File: config.mk
export PLATFORM = sky130hd
export DESIGN_NAME = sdram_pd_seq
export DESIGN_NICKNAME = d
export VERILOG_FILES = /design/src/rtl/sdram_pd_seq.sv
export SDC_FILE = /design/constraint.sdc
export NUM_CORES = 1
export LEC_CHECK = 0
export BUFFER_PORTS_ARGS = -buffer_cell sky130_fd_sc_hd__buf_2
export CAP_MARGIN = 20
export CELL_PAD_IN_SITES_DETAIL_PLACEMENT = 0
export CELL_PAD_IN_SITES_GLOBAL_PLACEMENT = 1
export CORE_ASPECT_RATIO = 0.7
export CORE_MARGIN = 2
export CORE_UTILIZATION = 30
export CTS_BUF_LIST = sky130_fd_sc_hd__clkbuf_16
export DETAILED_ROUTE_END_ITERATION = 16
export PLACE_DENSITY_LB_ADDON = 0.1
export RECOVER_POWER = 25
export SLEW_MARGIN = 40
export SYNTH_ARGS = -nofsm -noshare
export SYNTH_HDL_FRONTEND = slang
export SYNTH_SLANG_ARGS = --single-unit
File: constraint.sdc
create_clock -name clk -period 3.73 [get_ports clk]
set_input_delay 0.373 -clock clk [delete_from_list [all_inputs] [get_ports clk]]
set_output_delay 0.373 -clock clk [all_outputs]
set_load 0.005 [all_outputs]
File: src/rtl/sdram_pd_seq.sv
module sdram_pd_seq #(
  parameter int NUM_BANKS       = 4,
  parameter int DLL_LOCK_CYCLES = 200
) (
  input  logic                 clk,
  input  logic                 rst_n,
  input  logic                 pd_req,
  input  logic                 wake_req,
  input  logic                 burst_busy,
  input  logic [NUM_BANKS-1:0] bank_open,
  input  logic                 dll_off_req,
  output logic                 cke,
  output logic                 nop_strobe,
  output logic                 pd_active,
  output logic                 pd_mode_act,
  output logic                 dll_en,
  output logic                 cmd_ready,
  output logic                 read_ready
);
  localparam int LOCK_W = $clog2(DLL_LOCK_CYCLES + 1);
  localparam logic [LOCK_W-1:0] LOCK_INIT = LOCK_W'(DLL_LOCK_CYCLES);

  typedef enum logic [1:0] {ST_RUN, ST_PD, ST_EXIT} st_t;

  st_t              st_q;
  logic             enter_pend_q, wake_pend_q, seen_low_q;
  logic [LOCK_W-1:0] lock_q;

  assign cmd_ready  = (st_q == ST_RUN);
  assign nop_strobe = ~cmd_ready;
  assign pd_active  = (st_q == ST_PD);
  assign read_ready = cmd_ready && (lock_q == '0);

  always_ff @(posedge clk) begin
    if (!rst_n) begin
      st_q         <= ST_RUN;
      cke          <= 1'b1;
      dll_en       <= 1'b1;
      pd_mode_act  <= 1'b0;
      enter_pend_q <= 1'b0;
      wake_pend_q  <= 1'b0;
      seen_low_q   <= 1'b0;
      lock_q       <= '0;
    end else begin
      if (lock_q != '0) lock_q <= lock_q - LOCK_W'(1);
      case (st_q)
        ST_RUN: begin
          if ((enter_pend_q || pd_req) && !burst_busy) begin
            st_q         <= ST_PD;
            cke          <= 1'b0;
            pd_mode_act  <= |bank_open;
            dll_en       <= ~dll_off_req;
            enter_pend_q <= 1'b0;
            wake_pend_q  <= 1'b0;
            seen_low_q   <= 1'b0;
          end else if (pd_req) begin
            enter_pend_q <= 1'b1;
          end
        end
        ST_PD: begin
          seen_low_q <= 1'b1;
          if (seen_low_q && (wake_req || wake_pend_q)) begin
            st_q   <= ST_EXIT;
            cke    <= 1'b1;
            dll_en <= 1'b1;
            if (!dll_en) lock_q <= LOCK_INIT;
          end else if (wake_req) begin
            wake_pend_q <= 1'b1;
          end
        end
        default: begin
          st_q <= ST_RUN;
          if (pd_req) enter_pend_q <= 1'b1;
        end
      endcase
    end
  end


  busy_blocks_entry_chk: assert property (@(posedge clk) disable iff (!rst_n)
    (burst_busy && cke) |=> cke);


  min_low_chk: assert property (@(posedge clk) disable iff (!rst_n)
    $fell(cke) |=> !cke);


  exit_nop_chk: assert property (@(posedge clk) disable iff (!rst_n)
    $rose(cke) |-> (nop_strobe && !cmd_ready));


  exit_ready_chk: assert property (@(posedge clk) disable iff (!rst_n)
    $rose(cke) |=> cmd_ready);


  pd_low_chk: assert property (@(posedge clk) disable iff (!rst_n)
    pd_active |-> (!cke && nop_strobe));


  mode_stable_chk: assert property (@(posedge clk) disable iff (!rst_n)
    (pd_active && $past(pd_active)) |-> $stable(pd_mode_act));


  dll_off_chk: assert property (@(posedge clk) disable iff (!rst_n)
    !dll_en |-> !cke);


  read_gate_chk: assert property (@(posedge clk) disable iff (!rst_n)
    read_ready |-> cmd_ready);
endmodule

======== Word level (Yosys, flattened, before mapping) ========
Cells that the tools add are included.
operators by class
  add/subtract/negate cells ............... 1
  multipliers ............................. 0
  divide/modulo/power cells ............... 0
  magnitude comparators ................... 0
  eq/ne operators ......................... 5
  shifts and indexed selects .............. 0
  muxes and demuxes ....................... 19
  bitwise logic cells ..................... 2
  reductions and logical operators ........ 16
operators by type and width
  operator                                               number
  2-to-1 mux 8 bit                                       4
  one-hot mux 1 bit (2 select lines)                     5
  zero test 8 bit                                        1
  nonzero test 8 bit                                     1
  subtractor 8 x 1 -> 8 bit, second input constant       1
  2-to-1 mux 1 bit                                       7
  AND reduction 2 bit                                    3
  2-to-1 mux 2 bit                                       2
  inequality test 2 x 1 -> 1 bit, second input constant  2
  inequality test 2 bit, second input constant           2
  one-hot mux 2 bit (2 select lines)                     1
  AND reduction 4 bit                                    1
  OR reduction 4 bit                                     1
  logical AND 1 bit                                      3
  AND reduction 3 bit                                    1
  == test 2 x 1 -> 1 bit, second input constant          1
  zero test 2 bit                                        1
  logical OR 1 bit                                       2
  inverter 1 bit                                         2
  nonzero test 2 bit                                     1
  zero test 1 bit                                        1
storage, ports and cells
  register bits after elaboration ......... 16
  latch bits .............................. 0
  RAM bits ................................ 0
  memory bits (read-only) ................. 0
  memories kept ........................... 0

======== Depth between registers and ports, before layout ========
Gate-level depths: netlist of the first run.
  depth in word-level cells ............... 5
  depth in mapped cells ................... 6
  depth with buffers taken out ............ 6

======== Worst setup path before layout of the first run ========
OpenSTA, ideal clock, no wires.
  path type ............................... register -> register
  from .................................... register st_q[1]
  to ...................................... register dll_en
  data arrival time ....................... 1.353 ns
  data required time ...................... 3.610 ns
  setup slack ............................. 2.257 ns
  stages on the path, launching flop included .. 7
  path buffers ............................ 2
  period minus slack after synthesis ...... 1.473 ns
  path through ............................ dfxtp_1 -> or2_1 -> buf_6 -> or3_1 -> buf_2 -> nor3b_1 -> o21ai_1
between the ends
  word-level cells in the longest chain between the ends .. 3
  elaborated cells between the ends (all ways) .. 7
  classes of those cells .................. eq/ne (3); mux (1); reduce/logical (3)
ends and longest elaborated chain
  item                                                                                   line  RTL
  from (decl)                                                                            25    st_t st_q;
  from (signal assigned)                                                                 36    st_q <= ST_RUN;
  from (signal assigned)                                                                 49    st_q <= ST_PD;
  from (signal assigned)                                                                 63    st_q <= ST_EXIT;
  == test 2 x 1 -> 1 bit / zero test 2 bit (equally long branches)                       46    case (st_q)
  inequality test 2 x 1 -> 1 bit (no line) / nonzero test 2 bit (equally long branches)  --
  AND reduction 3 bit (no line)                                                          --
  to (signal assigned)                                                                   52    dll_en <= ~dll_off_req;
  to (decl)                                                                              16    output logic dll_en,
Several ways; a longest one is shown, not always the timed one.
A chain may end at the register's enable or synchronous reset.

======== Final worst setup path of the first run ========
  from .................................... register lock_q[0]
  to ...................................... output port read_ready
between the ends
  word-level cells in the longest chain between the ends .. 2
ends and longest elaborated chain
  item                    line  RTL
  from (decl)             27    logic [LOCK_W-1:0] lock_q;
  from (signal assigned)  45    if (lock_q != '0) lock_q <= lock_q - LOCK_W'(1);
  zero test 8 bit         32    assign read_ready = cmd_ready && (lock_q == '0);
  logical AND 1 bit       32
  to (decl)               18    output logic read_ready
Every way passes these cells.

==> results of run 1 <==
==> layer usage <==
layer / track usage [%] / up-vias / routed length (microns)
li1: - / 318 / -
met1: 18.4 / 248 / 834
met2: 13.7 / 14 / 460
met3: 7.89 / 2 / 130
met4: 3.83 / 0 / 10
met5: 0 / - / 0
==> report_power, final <==
part	total [W]	internal [W]	switching, W
Combinational	0.000243	0.000114	0.000129
Clock	0.000205	0.000142	0.0000633
Sequential	0.000257	0.000218	0.0000388
==> kinds of logic (layout without fill, tap and decap cells) <==
logic type / after synthesis / after routing / share of synthesized area, %
buf+inv: 8 / 26 / 5.51
xor+xnor: 6 / 6 / 7.46
compound gates: 15 / 15 / 12.4
flops: 16 / 16 / 45.5
mux: 1 / 1 / 1.42
simple gates: 37 / 37 / 24.2
fa+ha+maj: 2 / 2 / 3.55
==> state kept, by name (all words and copies together) (netlist names) <==
| name | cells |
|---|---|
| cke | 1 |
| dll_en | 1 |
| enter_pend_q | 1 |
| lock_q | 8 |
| pd_mode_act | 1 |
| seen_low_q | 1 |
| st_q | 2 |
| wake_pend_q | 1 |
==> final timing paths <==
check | start | to | slack (ns) | cells past startpoint
hold reg to reg | pd_mode_act$_SDFFE_PN0P_ | pd_mode_act$_SDFFE_PN0P_ | 0.46 | 2
setup reg to reg | st_q[1]$_SDFFE_PN0P_ | dll_en$_SDFFE_PN1P_ | 2.16 | 4
setup / recovery | lock_q[0]$_SDFF_PN0_ | read_ready | 1.89 | 6
hold / removal | rst_n | cke$_SDFFE_PN1P_ | 0.37 | 2
==> through the flow <==
step                power [W]  utilization [%]  std cells
floorplan            0.000448                -         85
finish               0.000705             40.3        135
detailed placement   0.000504             36.9        131
global placement     0.000508             36.9        131
CTS                  0.000716             40.5        135
global route         0.000768             40.3        135
==> worst register-to-register path, cell delays in order, from the launching register on <==
cell     delay [ns]
dfxtp_1        0.30
or2_0          0.31
or3_1          0.49
nor3b_1        0.27
o21ai_1        0.09
==> layout make-up <==
type	instances	area, sq um	share of cell area [%]
sequential	16	320	36.3
inverter	6	22.5	2.55
multi-input combinational	61	345	39.1
clock buffer	3	75.1	8.50
timing repair buffer	16	76.3	8.64
tap	32	40.0	4.53
clock inverter	1	3.75	0.425
==> layout by cell type, fill, tap and decap left out, types with 2 or more instances in the layout <==
cell / count
nand2_1: 7
nand3_1: 2
a21oi_1: 4
or2_0: 2
clkbuf_1: 3
xnor2_1: 3
dfxtp_1: 16
inv_1: 6
nor2_1: 16
xor2_1: 3
buf_2: 13
nor3_1: 3
clkbuf_16: 3
or3_1: 2
o21ai_0: 6
ha_1: 2
==> results.yml, run 1 <==
synth:
  async_reset_ff_share_pct: 0
  synth_seq_cells: 16
  synth_commonest_cells: "dfxtp_1, nor2_1, nand2_1"
  synth_edf_count: 0
  synth_area_sq_um: 704
  syn_nets: 97
  yosys_warnings: 0
  netlist.area_leader.share_pct: 45.5
  netlist_instances: 85
  yosysTopAreaCell: "dfxtp_1"
  ys_top_cells_by_area: "dfxtp_1, nor2_1, o21ai_0"
  syn_avg_cell_area_sq_um: 8.29
  ys_seq_area_share_pct: 45.5
  ys.flop_type: "dfxtp_1"
  synth_cell_types: 26
placed_design:
  place.gp.congestion: 0.794
  dpl-instance-area_sq_um: 808
  io_buffers: 16
  place_hpwl_mm: 1.15
  dp_slack_ns: 2.15
global_route:
  grt_overflow: 0
  grt_pass1_wl_mm: 2.31
  grt_max_degree: 10
  grt_usage_pct: 12.3
  antenna_found_initial: 0
  grt_pass1_vias: 502
critical_path:
  crit_slowest_cell: "dfxtp_1"
  start_kind: "flop"
  critPathMaxStageDelay_ns: 0.32
  path_max_fanout: 6
  cpLargestDelayFamily: "simple AND/OR/NAND/NOR gates"
  critPathBufInv: 2
  cp_cell_sequence: "inv_1, ha_1, nor2b_1, nand3b_1, nor2_1, buf_2"
  critPathArrivalTime_ns: 1.47
  end_kind: "primary output"
  worstSetupPathType: "flop to primary output"
  required_ns: 3.36
power_and_ir_drop:
  p_leak_nw: 0.381
  powerDensity_nw_per_um2: 798
  ir_drop_uv: 512
sta:
  max_freq_mhz: 544
  finalMaxSlewViolations: 0
  rsz0062_at_grt: "no"
  tightest_slew_ns: 0.453
  tns_ns: 0
  fin_crit_ns: 1.84
  hold_viol_final: 0
  setup_violations: 0
  slew_headroom_pct: 69.6
  finalWorstSetupSlack_ns: 1.89
  min_period_over_period_pct: 49.3
  timing.hold.ws_ns: 0.372
  finClkSkew_ns: 0.000998
drt:
  vias: 582
  drtIter0Drc: 27
  drc_errors: 0
  routed_wl_mm: 1.44
  drt_pre_antenna_iters: 4
  ant_nets: 0
  viasPerCell: 4.31
  wire_per_inst_microns: 10.6
clocking:
  root_buffer: "clkbuf_16"
  cts_tree: "built"
  clockBufferDepth: 2
  clock_latency_ns: 0.24
  cts_setup_buffers: 0
  clk_pin_slew_ns: 0.05
  cts_sinks: 16
  cts_made_buffers: 3
  ctsHoldBuffers: 0
  cts_resized: 0
  htreeDepth: 1
die:
  die-height_microns: 44.5
  coreArea_sq_um: 2190
  start_util_pct: 32.2
  die_w_microns: 61.9
  ioPinCount: 17
  row_count: 14
  die_area_sq_um: 2760
final_layout:
  areaGrowthSynthToFinish_pct: 25.4
  final_area_sq_um: 883
  fillers: 224
  drive_gt1_share_pct: 15.5
  insertedDiodeCount: 0
  fin_nets: 116
run:
  maxCapViolations: 0
outcome:
  outcome: "finished clean"
hold_path:
  hp-class: "primary input to flop"
(Power assumes the default switching activity.)
==> run 2: changes to the inputs <==
--- a/config.mk
+++ b/config.mk
@@ -5,6 +5,7 @@
 export SDC_FILE = /design/constraint.sdc
 export NUM_CORES = 1
 export LEC_CHECK = 0
+export ABC_AREA = 1
 export BUFFER_PORTS_ARGS = -buffer_cell sky130_fd_sc_hd__buf_2
 export CAP_MARGIN = 20
 export CELL_PAD_IN_SITES_DETAIL_PLACEMENT = 0
==> constraint.sdc (replaced) <==
create_clock -name clk -period 1.8 [get_ports clk]
set_input_delay 0.18 -clock clk [delete_from_list [all_inputs] [get_ports clk]]
set_output_delay 0.18 -clock clk [all_outputs]
set_load 0.005 [all_outputs]
==> results.yml, run 2 <==
final_layout:
  final_common_cell: "nor2_1"
  drive_gt1_share_pct: 20.6
  fin_nets: 139
  areaGrowthSynthToFinish_pct: 25.7
  largest_register_ffs: 8
  regMostFlops: "lock_q"
  top_regs: "lock_q (8), st_q (2)"
  insertedDiodeCount: 0
  mostFrequentLayoutCells: "nor2_1, dfxtp_1, buf_2"
die:
  die_w_microns: 64.5
  ioPinCount: 17
  die-height_microns: 46.4
  die_area_sq_um: 2990
  start_util_pct: 31.5
  row_count: 15
  coreArea_sq_um: 2440
synth:
  synth_edf_count: 0
  syn_nets: 118
  netlist.area_leader.share_pct: 41.6
  ys.flop_type: "dfxtp_1"
  netlist_instances: 106
  synth_commonest_cells: "nor2_1, dfxtp_1, nand2_1"
  synth_seq_cells: 16
  yosys_warnings: 0
  yosysTopAreaCell: "dfxtp_1"
  synth_area_sq_um: 769
  async_reset_ff_share_pct: 0
  ys_top_cells_by_area: "dfxtp_1, nor2_1, nand3_1"
  ys_seq_area_share_pct: 41.6
  synth_most_common_cell: "nor2_1"
  synth_cell_types: 19
  syn_avg_cell_area_sq_um: 7.26
global_route:
  grt_max_degree: 10
  antenna_found_initial: 0
  grt_overflow: 0
  grt_pass1_vias: 652
  grt_usage_pct: 13.2
  grt_pass1_wl_mm: 2.97
critical_path:
  r2r_setup_slack_ns: 0.53
  start_kind: "flop"
  critPathBufInv: 2
  path_max_fanout: 7
  crit_slowest_cell: "dfxtp_1"
  cp_cell_sequence: "inv_1, ha_1, nand2_1, nor2_1, nand2_2, nor2_1, buf_2"
  required_ns: 1.62
  cpLargestDelayFamily: "simple AND/OR/NAND/NOR gates"
  critPathMaxStageDelay_ns: 0.29
  worstSetupPathType: "flop to primary output"
  crit_top_cell: "nor2_1"
  critPathArrivalTime_ns: 1.41
  end_kind: "primary output"
sta:
  max_freq_mhz: 629
  finalMaxSlewViolations: 0
  tns_ns: 0
  tightest_slew_ns: 0.385
  rsz0062_at_grt: "no"
  timing.hold.ws_ns: 0.190
  finClkSkew_ns: 0.00163
  min_period_over_period_pct: 88.3
  fin_crit_ns: 1.59
  hold_viol_final: 0
  slew_headroom_pct: 74.0
  setup_violations: 0
clocking:
  cts_tree: "built"
  clockBufferDepth: 2
  ctsHoldBuffers: 0
  cts_made_buffers: 3
  root_buffer: "clkbuf_16"
  htreeDepth: 1
  cts_sinks: 16
  cts_setup_buffers: 0
  clk_pin_slew_ns: 0.05
  clock_latency_ns: 0.24
  cts_resized: 0
drt:
  met2_length_microns: 618
  topRoutingLayerUsed: "met4"
  drt_pre_antenna_iters: 4
  wl_met3_microns: 82
  routed_wl_mm: 1.67
  ant_nets: 0
  drc_errors: 0
  drtIter0Drc: 21
  viasPerCell: 4.45
  wl_met1_microns: 968
  vias: 712
  wire_per_inst_microns: 10.5
power_and_ir_drop:
  ir_drop_uv: 619
  powerDensity_nw_per_um2: 1500
  p_leak_nw: 0.459
placed_design:
  place_hpwl_mm: 1.32
  place.gp.congestion: 0.664
  io_buffers: 16
hold_path:
  hp-class: "primary input to flop"
run:
  maxCapViolations: 0
outcome:
  outcome: "finished clean"
run 2: changes by cell type after synthesis, sizes merged, moves of 4 or more:
cell / previous run / this run
a21oi: 4 / 9
inv: 6 / 17
nand2: 7 / 16
nand3: 2 / 11
nor2: 16 / 20
run 2: layer usage:
metal / GRT usage [%] / up-vias
met5: 0 / -
li1: - / 385
met4: 2.55 / 0
met2: 18.1 / 14
met1: 19.9 / 311
met3: 4.40 / 2
run 2: kinds of logic after synthesis:
| family | synth area share, % |
|---|---|
| AOI/OAI and AO/OA | 10.7 |
| xor gates and xnor gates | 4.55 |
| DFF | 41.6 |
| buffers and inverters | 8.29 |
| adders and majority gates | 3.25 |
| and+or+nand+nor | 31.5 |
run 2: path summary, 6_finish.rpt:
path / from / endpoint / cells past startpoint
worst max-delay path: lock_q[0]$_SDFF_PN0_ / read_ready / 7
worst min-delay path: rst_n / dll_en$_SDFFE_PN1P_ / 2
worst max register to register: lock_q[0]$_SDFF_PN0_ / lock_q[5]$_SDFF_PN0_ / 7
worst min register to register: cke$_SDFFE_PN1P_ / cke$_SDFFE_PN1P_ / 2
run 2: through the flow:
step                      area (sq um)  instances  total power (W)  util [%]  worst slack, ns
after CTS                          971        160          0.00147      39.8            0.198
after global routing               967        160          0.00158      39.6           0.0703
after global placement             892        156          0.00103      36.6            0.502
after detailed placement           892        156          0.00103      36.6            0.467
final                              967        160          0.00145      39.6            0.211
after floorplan                    769        106         0.000897         -            0.650
run 2: area by class of cell:
cell class / instances / area [sq um]
fillers: 272 / 1470
multi-input cells: 73 / 383
flip-flops and latches: 16 / 320
repair buffers: 16 / 78.8
clock buffers: 3 / 75.1
inverters: 17 / 63.8
well taps: 34 / 42.5
clock inverters: 1 / 3.75
run 2: power by group:
part	switching [W]	leakage [nW]	total (W)	internal [W]
Sequential	0.0000551	0.132	0.000486	0.000431
Clock	0.000138	0.0385	0.000433	0.000295
Combinational	0.000322	0.289	0.000533	0.000210
run 2: worst register-to-register path: stages, from the launching register on:
cell,delay (ns)
dfxtp_1,0.29
inv_1,0.16
ha_1,0.18
nand2_1,0.05
nor2_1,0.14
nand2_2,0.14
nand3_1,0.16
nor2_1,0.06
==> run 3: changes to the inputs <==
==> constraint.sdc (replaced) <==
create_clock -name clk -period 1.84 [get_ports clk]
set_input_delay 0.184 -clock clk [delete_from_list [all_inputs] [get_ports clk]]
set_output_delay 0.184 -clock clk [all_outputs]
set_load 0.005 [all_outputs]
==> results.yml, run 3 (synthesis results as in run 2) <==
die:
  coreArea_sq_um: 2440
  die_area_sq_um: 2990
  die-height_microns: 46.4
  die_w_microns: 64.5
  row_count: 15
  ioPinCount: 17
  start_util_pct: 31.5
drt:
  wire_per_inst_microns: 10.3
  vias: 722
  drt_pre_antenna_iters: 4
  ant_nets: 0
  routed_wl_mm: 1.65
  viasPerCell: 4.51
  drtIter0Drc: 12
  drc_errors: 0
sta:
  timing.hold.ws_ns: 0.194
  finClkSkew_ns: 0.00219
  finalWorstSetupSlack_ns: 0.233
  tns_ns: 0
  finalMaxSlewViolations: 0
  max_freq_mhz: 622
  min_period_over_period_pct: 87.3
  hold_viol_final: 0
  rsz0062_at_grt: "no"
  tightest_slew_ns: 0.316
  fin_crit_ns: 1.61
  setup_violations: 0
  slew_headroom_pct: 78.7
clocking:
  cts_made_buffers: 3
  clockBufferDepth: 2
  cts_tree: "built"
  htreeDepth: 1
  clock_latency_ns: 0.25
  cts_setup_buffers: 0
  cts_resized: 0
  ctsHoldBuffers: 0
  clk_pin_slew_ns: 0.05
  root_buffer: "clkbuf_16"
  cts_sinks: 16
power_and_ir_drop:
  ir_drop_uv: 545
  p_leak_nw: 0.459
  powerDensity_nw_per_um2: 1470
final_layout:
  final_util_pct: 39.3
  top_regs: "lock_q (8), st_q (2)"
  largest_register_ffs: 8
  fin_nets: 139
  areaGrowthSynthToFinish_pct: 24.7
  regArea_sq_um: 320
  regMostFlops: "lock_q"
  mostFrequentLayoutCells: "nor2_1, dfxtp_1, buf_2"
  insertedDiodeCount: 0
  final_common_cell: "nor2_1"
  multi_input_area_sq_um: 375
  drive_gt1_share_pct: 20.6
  fillers: 281
critical_path:
  worstSetupPathType: "flop to primary output"
  crit_top_cell: "nor2_1"
  start_kind: "flop"
  end_kind: "primary output"
  crit_slowest_cell: "dfxtp_1"
  critPathArrivalTime_ns: 1.42
  path_max_fanout: 7
  critPathMaxStageDelay_ns: 0.29
  required_ns: 1.66
  cp_cell_sequence: "inv_1, ha_1, nand2_1, nor2_1, nand2_2, nor2_1, buf_2"
global_route:
  grt_pass1_wl_mm: 2.92
  grt_usage_pct: 13.1
  grt_max_degree: 10
  top_usage_layer: "met2"
  grtUsageMet1_pct: 18.4
  gr-usage-met3_pct: 4.40
  antenna_found_initial: 0
  grt_overflow: 0
  use_met2_pct: 19.0
  grt_pass1_vias: 670
placed_design:
  place_hpwl_mm: 1.29
  dp_slack_ns: 0.495
  io_buffers: 16
  place.gp.congestion: 0.664
run:
  maxCapViolations: 0
hold_path:
  hp-class: "primary input to flop"
outcome:
  outcome: "finished clean"
==> run 3: worst max-delay path, delay by kind of cell, from the launching register on <==
| kind | cells | cell delay (ns) |
|---|---|---|
| adder cells (fa/ha/maj) | 1 | 0.17 |
| AND/OR/NAND/NOR | 4 | 0.46 |
| buffers and inverters | 2 | 0.26 |
| flip-flops | 1 | 0.29 |
==> run 3: worst paths after layout <==
check / start / end / slack [ns] / cells after the start
worst min register to register: cke$_SDFFE_PN1P_ / cke$_SDFFE_PN1P_ / 0.46 / 2
worst min-delay path: rst_n / dll_en$_SDFFE_PN1P_ / 0.19 / 2
worst max register to register: st_q[0]$_SDFFE_PN0P_ / lock_q[5]$_SDFF_PN0_ / 0.52 / 7
worst max-delay path: lock_q[0]$_SDFF_PN0_ / read_ready / 0.23 / 7
==> run 3: report_power, final <==
group	total [W]	switching, W	internal [W]
registers	0.000474	0.0000527	0.000422
logic	0.000513	0.000309	0.000204
clock network	0.000426	0.000138	0.000288
==> run 3: metrics by stage <==
step,total power [W],cell area [sq um],cells
after detailed placement,0.00100,892,156
after global placement,0.00100,892,156
after floorplan,0.000878,769,106
after CTS,0.00143,971,160
after global routing,0.00155,960,160
final,0.00141,960,160
==> run 3: cell type report <==
class / count / area share, %
clock buffer: 3 / 7.82
clock inverter: 1 / 0.391
inverter: 17 / 6.65
multi-input combinational: 73 / 39.1
sequential: 16 / 33.4
tap: 34 / 4.43
timing repair buffer: 16 / 8.21
==> run 3: per-layer routing <==
metal | part of all wire [%] | vias up
met5 | 0 | -
met4 | 0.24 | 0
met3 | 4.9 | 2
met2 | 39 | 16
met1 | 56 | 323
li1 | - | 381
